<file path="config.mk">
export PLATFORM = sky130hd
export DESIGN_NAME = dac_serial_frontend
export DESIGN_NICKNAME = d
export VERILOG_FILES = /design/src/rtl/dac_serial_frontend.sv
export SDC_FILE = /design/constraint.sdc
export NUM_CORES = 1
export LEC_CHECK = 0
export BUFFER_PORTS_ARGS = -buffer_cell sky130_fd_sc_hd__buf_2
export CORE_MARGIN = 2
export CORE_UTILIZATION = 59
export DETAILED_ROUTE_END_ITERATION = 7
export GPL_ROUTABILITY_DRIVEN = 0
export PLACE_DENSITY_LB_ADDON = 0.25
export SLEW_MARGIN = 20
export SYNTH_ARGS = -nofsm -noshare
export SYNTH_HDL_FRONTEND = slang
export SYNTH_SLANG_ARGS = --single-unit
</file>
<file path="constraint.sdc">
create_clock -name clk -period 14.75 [get_ports clk]
set_input_delay 2.95 -clock clk [delete_from_list [all_inputs] [get_ports clk]]
set_output_delay 2.95 -clock clk [all_outputs]
set_load 0.02 [all_outputs]
</file>
<file path="src/rtl/dac_serial_frontend.sv">
module dac_serial_frontend #(
  parameter int NCH = 8,
  parameter int DW  = 16,
  parameter int FW  = 32
) (
  input  logic              clk,
  input  logic              rst_n,
  input  logic              clr_n,
  input  logic              cs_n,
  input  logic              sck,
  input  logic              sdi,
  output logic              sdo,
  output logic [NCH*DW-1:0] codes,
  output logic [NCH-1:0]    pd
);
  localparam int MINB = DW + 8;
  localparam int CW   = $clog2(FW + 1);

  logic arst_n;
  assign arst_n = rst_n & clr_n;

  logic [2:0] sck_s, cs_s;
  logic [1:0] sdi_s;

  always_ff @(posedge clk or negedge arst_n)
    if (!arst_n) begin
      sck_s <= '0;
      cs_s  <= '1;
      sdi_s <= '0;
    end else begin
      sck_s <= {sck_s[1:0], sck};
      cs_s  <= {cs_s[1:0], cs_n};
      sdi_s <= {sdi_s[0], sdi};
    end

  logic sck_rise, sck_fall, cs_rise, cs_fall, sel;
  assign sck_rise = sck_s[1] & ~sck_s[2];
  assign sck_fall = ~sck_s[1] & sck_s[2];
  assign cs_rise  = cs_s[1] & ~cs_s[2];
  assign cs_fall  = ~cs_s[1] & cs_s[2];
  assign sel      = ~cs_s[1];

  logic [FW-1:0] sr;
  logic [CW-1:0] cnt;
  logic          sdo_q;

  always_ff @(posedge clk or negedge arst_n)
    if (!arst_n) begin
      sr    <= '0;
      cnt   <= '0;
      sdo_q <= 1'b0;
    end else begin
      if (cs_fall) cnt <= '0;
      else if (sel && sck_rise && cnt != CW'(FW)) cnt <= cnt + 1'b1;
      if (sel && sck_rise) sr <= {sr[FW-2:0], sdi_s[1]};
      if (sck_fall) sdo_q <= sr[FW-1];
    end

  assign sdo = sdo_q;

  logic [3:0]    cmd, adr;
  logic [DW-1:0] dat;
  logic          exec, adr_ok;
  assign cmd    = sr[DW+7:DW+4];
  assign adr    = sr[DW+3:DW];
  assign dat    = sr[DW-1:0];
  assign exec   = cs_rise && (cnt >= CW'(MINB));
  assign adr_ok = (adr < 4'(NCH)) || (adr == 4'hF);

  for (genvar i = 0; i < NCH; i++) begin : g_ch
    logic [DW-1:0] in_r, act_r;
    logic          pd_r, hit;
    assign hit = (adr == 4'(i)) || (adr == 4'hF);

    always_ff @(posedge clk or negedge arst_n)
      if (!arst_n) begin
        in_r  <= '0;
        act_r <= '0;
        pd_r  <= 1'b0;
      end else if (exec && adr_ok) begin
        case (cmd)
          4'b0000: if (hit) in_r <= dat;
          4'b0001: if (hit) begin act_r <= in_r; pd_r <= 1'b0; end
          4'b0010: begin
            if (hit) in_r <= dat;
            act_r <= hit ? dat : in_r;
            pd_r  <= 1'b0;
          end
          4'b0011: if (hit) begin in_r <= dat; act_r <= dat; pd_r <= 1'b0; end
          4'b0100: if (hit) pd_r <= 1'b1;
          default: ;
        endcase
      end

    assign codes[i*DW +: DW] = act_r;
    assign pd[i]             = pd_r;
  end

  p_cs_idle_hold_r1: assert property (@(posedge clk) disable iff (!arst_n)
    (cs_s[1] && cs_s[2]) |=> $stable(sr));

  p_sdo_on_fall_r11: assert property (@(posedge clk) disable iff (!arst_n)
    !sck_fall |=> $stable(sdo));

  p_short_drop_r9: assert property (@(posedge clk) disable iff (!arst_n)
    (cs_rise && cnt < CW'(MINB)) |=> ($stable(codes) && $stable(pd)));

  p_upd_all_r4: assert property (@(posedge clk) disable iff (!arst_n)
    (exec && cmd == 4'b0010 && adr_ok) |=> (pd == '0));

  p_pd_all_r6: assert property (@(posedge clk) disable iff (!arst_n)
    (exec && cmd == 4'b0100 && adr == 4'hF) |=> ((&pd) && $stable(codes)));

  p_nop_r8: assert property (@(posedge clk) disable iff (!arst_n)
    (cs_rise && (cmd > 4'b0100 || !adr_ok)) |=> ($stable(codes) && $stable(pd)));

  p_cnt_bound_r10: assert property (@(posedge clk) disable iff (!arst_n)
    cnt <= CW'(FW));
endmodule

</file>
### After elaboration in Yosys (flattened, before gate mapping)

Cells that the tools add are included.

* register bits after elaboration: 311
* word-level logic and storage cells: 182
* output and inout port bits: 137
* input port bits: 6

* reduce and logical (&&, ||, !) cells: 37
* multiplexer cells: 58
* add/sub/neg operators: 1
* bitwise logic cells: 9
* equal/unequal tests: 45
* order comparisons: 2

Operators by type and width (number)
* two-way mux 16 bit: 24
* one-hot mux 16 bit (3 select lines): 8
* AND reduction 4 bit: 16
* != test 2 bit, second input constant: 24
* one-hot mux 1 bit (3 select lines): 8
* equality test 4 x 3 -> 1 bit, second input constant: 5
* equality test 4 x 2 -> 1 bit, second input constant: 4
* two-way mux 1 bit: 16
* != test 2 x 1 -> 1 bit, second input constant: 8
* two-way mux 6 bit: 2
* logical OR 1 bit: 9
* equality test 4 x 1 -> 1 bit, second input constant: 2
* zero test 4 bit: 2
* adder 6 x 1 -> 6 bit, second input constant: 1
* greater-or-equal comparator 6 x 5 -> 1 bit, second input constant: 1
* != test 6 bit, second input constant: 1
* nonzero test 3 bit: 2
* AND 1 bit: 5
* equality test 4 bit, second input constant: 1
* logical AND 1 bit: 4
* < comparator 4 bit, second input constant: 1
* inverter 1 bit: 4
* OR reduction 3 bit: 1
* AND reduction 2 bit: 1
* other kinds (2): 2

### Logic depth before layout (Yosys ltp)

* word-level depth: 6
* depth in mapped cells: 8
* depth with buffers taken out: 6

### Worst setup path after synthesis

Ideal clock, no wire load.

* path type: register -> output
* start: reg g_ch[0].pd_r
* end: out pd[0]
* buffers on the path: 1
* cell stages (with the launch flop): 2
* setup slack: 11283 ps
* data required time: 11800 ps
* arrival time: 517 ps
* cells stage by stage: dfrtp_1 buf_4

RTL lines
* start: declaration: line 72 `logic pd_r, hit;`
* start signal: assignment: line 79 `pd_r <= 1'b0;`
* start signal: assignment: line 83 `4'b0001: if (hit) begin act_r <= in_r; pd_r <= 1'b0; end`
* start signal: assignment: line 87 `pd_r <= 1'b0;`
* end: declaration: line 14 `output logic [NCH-1:0] pd`

No word-level cell between the ends.

==> run_results.csv <==
group,metric,value,unit
floorplan,die_w,160,µm
drt,avgRoutedWirePerCell,21.1,µm
critical_path,critPathCapture,"g_ch[1].act_r[4]$_DFFE_PN0P_",
drt,ant_nets,0,
worst_hold_path,hp-class,"reg -> reg",
sta,final_max_slew_viol_count,0,
sta,timing.final.ws_setup,10170,ps
clocking,cts.clk_slew.worst_paths,60,ps
floorplan,die_h,160,µm
synthesis,seq_area_frac_synth,54.3,%
global_routing,grt.total_usage,25.4,%
synthesis,postSynthAreaPerCell,13.4,µm²
floorplan,rows,57,
synthesis,synth-seq-cells,311,
critical_path,reg2reg_depth,4,
final_layout,n_antenna_cell,0,
critical_path,arrival,5120,ps
sta,hold_violations,0,
clocking,postCtsHoldBufs,0,
synthesis,yosys_warnings,0,
power,p_per_area,111,nW/µm²
synthesis,yosys_most_used_dff,"dfrtp_1",
critical_path,cp.required,15290,ps
sta,tns,0,ps
critical_path,worstSetupStartpointType,"primary input",
placement,io_buffers,142,
clocking,h-tree-depth,2,
clocking,clock_latency,500,ps
sta,finalClockSkew,14.2,ps
sta,worstMarginPinSlew,1170,ps
synthesis,async_flop_share,100,%
worst_hold_path,min_path_cells,0,
drt,route.vias.total,9166,
final_layout,mostFrequentLayoutCells,"mux2_2 (340), dfrtp_1 (308), buf_2 (142)",
power,leakagePower,8.11,nW
critical_path,crit_fanout,191,
synthesis,synth_cell_types,50,
floorplan,ios,143,
power,ir_drop,0.0000855,V
drt,drt-total-wl,32000,µm
power,power,1.80,mW
final_layout,final_cells,1520,
final_layout,drive_gt1_share,49.6,%
final_layout,area_delta_synth_final,13.6,%
run,drv_cap,0,
global_routing,antenna_found_initial,0,
sta,rsz0062_at_grt,"false",
critical_path,worstSetupPathType,"in -> async",
final_layout,final_common_cell,"mux2_2",
global_routing,grt_max_degree,192,
drt,drc,0,
drt,drt_iter0_markers,620,
sta,post-route-min-period,4580,ps
sta,worst_hold_slack,346,ps
drt,via_per_inst,6.03,
critical_path,r2r_setup_slack,11480,ps
critical_path,reg2reg_from,"sr[19]$_DFFE_PN0P_",
global_routing,grt_pass1_wl,51700,µm
global_routing,grt_pass1_vias,9282,
placement,place_inst,1459,
placement,post-place-ws,9200,ps
clocking,cts_sinks,311,
final_layout,multi_input_area,6100,µm²
clocking,cts_resized,0,
critical_path,crit_start,"rst_n",
clocking,cts_tree,"built",
critical_path,reg2reg_to,"g_ch[2].act_r[5]$_DFFE_PN0P_",
final_layout,fin_nets,1179,
synthesis,synth_nets,1076,
floorplan,coreArea,24100,µm²
clocking,postCtsSetupBuffers,0,
sta,setup_viol,0,
clocking,cts-root-buf,"clkbuf_16",
global_routing,grt.overflow.total,0,
sta,relSlewSlack,21.7,%
synthesis,syn-cell-area,14300,µm²
sta,timing.final.crit_share,31.0,%
clocking,cts_buffers,34,
floorplan,dieArea,25600,µm²
synthesis,synth_edf_count,0,
placement,dpl.hpwl,20300,µm
final_layout,fillers,1816,
clocking,clockBufferDepth,3,
drt,drtPass1Iterations,5,
floorplan,start_util,59.5,%
synthesis,synthCells,1068,
status,status,"finished clean",
final_layout,register_area,7790,µm²
sta,max_freq,218,MHz
critical_path,cp-end-kind,"asynchronous set/reset pin",
metrics by stage:
stage / cell area, µm² / util, %
finish: 16300 / 67.6
global route: 16300 / 67.6
CTS: 16300 / 67.6
detailed placement: 15100 / 62.8
global placement: 15100 / 62.8
floorplan: 14300 / -
logic make-up (layout without fill, tap and decap cells):
logic type / count (synthesis) / in the layout / synth area share (%)
muxes: 351 / 351 / 27.5
and+or+nand+nor: 143 / 143 / 5.35
AOI/OAI and AO/OA: 152 / 152 / 8.59
xor gates and xnor gates: 9 / 9 / 0.549
adders and majority gates: 2 / 2 / 0.174
DFF: 311 / 311 / 54.3
buffers and inverters: 100 / 228 / 3.53
worst max-delay path, cell delays in order:
cell and delay, ps:
buf_2 70, and2_4 460, buf_12 750, buf_6 680
power breakdown:
group	switching, mW	internal [mW]	leakage [nW]	total [mW]
Combinational	0.0226	0.0143	3.27	0.0369
Clock	0.332	0.522	0.566	0.854
Sequential	0.0487	0.865	4.27	0.914
Total	0.404	1.40	8.11	1.80
layout make-up:
class	instances	share of cell area, %
inverters	14	0.322
flip-flops and latches	311	47.8
clock inverters	12	0.706
multi-input cells	657	37.4
repair buffers	153	4.97
clock buffers	49	6.33
well taps	324	2.49
cell usage after synthesis (3+ instances only):
library cell,n,area share [%]
o211ai_1,103,5.4
a21oi_1,5,0.17
nand3_2,9,0.63
and2_1,6,0.26
inv_1,13,0.34
mux2_1,10,0.78
o2bb2ai_1,16,0.98
nor2_1,12,0.31
nor4b_2,3,0.31
nand3b_1,6,0.31
buf_4,24,1.3
dfstp_2,3,0.55
clkbuf_1,39,1.0
buf_6,3,0.24
a21oi_4,3,0.34
nand3_1,12,0.42
o21ai_0,9,0.31
buf_1,5,0.13
nand2b_1,4,0.17
xor2_1,6,0.37
mux2_2,340,27
a21oi_2,4,0.24
buf_2,14,0.49
xnor2_1,3,0.18
dfrtp_1,308,54
or2_2,3,0.13
nand2_1,71,1.9
worst min-delay path by stage:
stage                                    end                from
after global routing       cs_s[1]$_DFF_PN1_   cs_s[0]$_DFF_PN1_
after detailed placement  sck_s[1]$_DFF_PN0_  sck_s[0]$_DFF_PN0_
after global placement    sck_s[1]$_DFF_PN0_  sck_s[0]$_DFF_PN0_
after CTS                 sck_s[1]$_DFF_PN0_  sck_s[0]$_DFF_PN0_
final                     sck_s[1]$_DFF_PN0_  sck_s[0]$_DFF_PN0_
after floorplan           sck_s[1]$_DFF_PN0_  sck_s[0]$_DFF_PN0_
per-layer routing:
layer	global-route usage, %	wire, µm	vias to the layer above
li1	-	-	4112
met1	36.8	14300	4703
met2	40.4	15200	305
met3	3.69	1880	46
met4	7.08	615	0
met5	0	0	-
state kept, by name, summed over array words and instances (netlist names):
| name | cells |
|---|---|
| g_ch.pd_r | 8 |
| sr | 32 |
| cnt | 6 |
| g_ch.act_r | 128 |
| g_ch.in_r | 128 |
| sdo | 1 |
| cs_s | 3 |
| sdi_s | 2 |
| sck_s | 3 |
No activity file was read; power rests on OpenSTA's default activity.
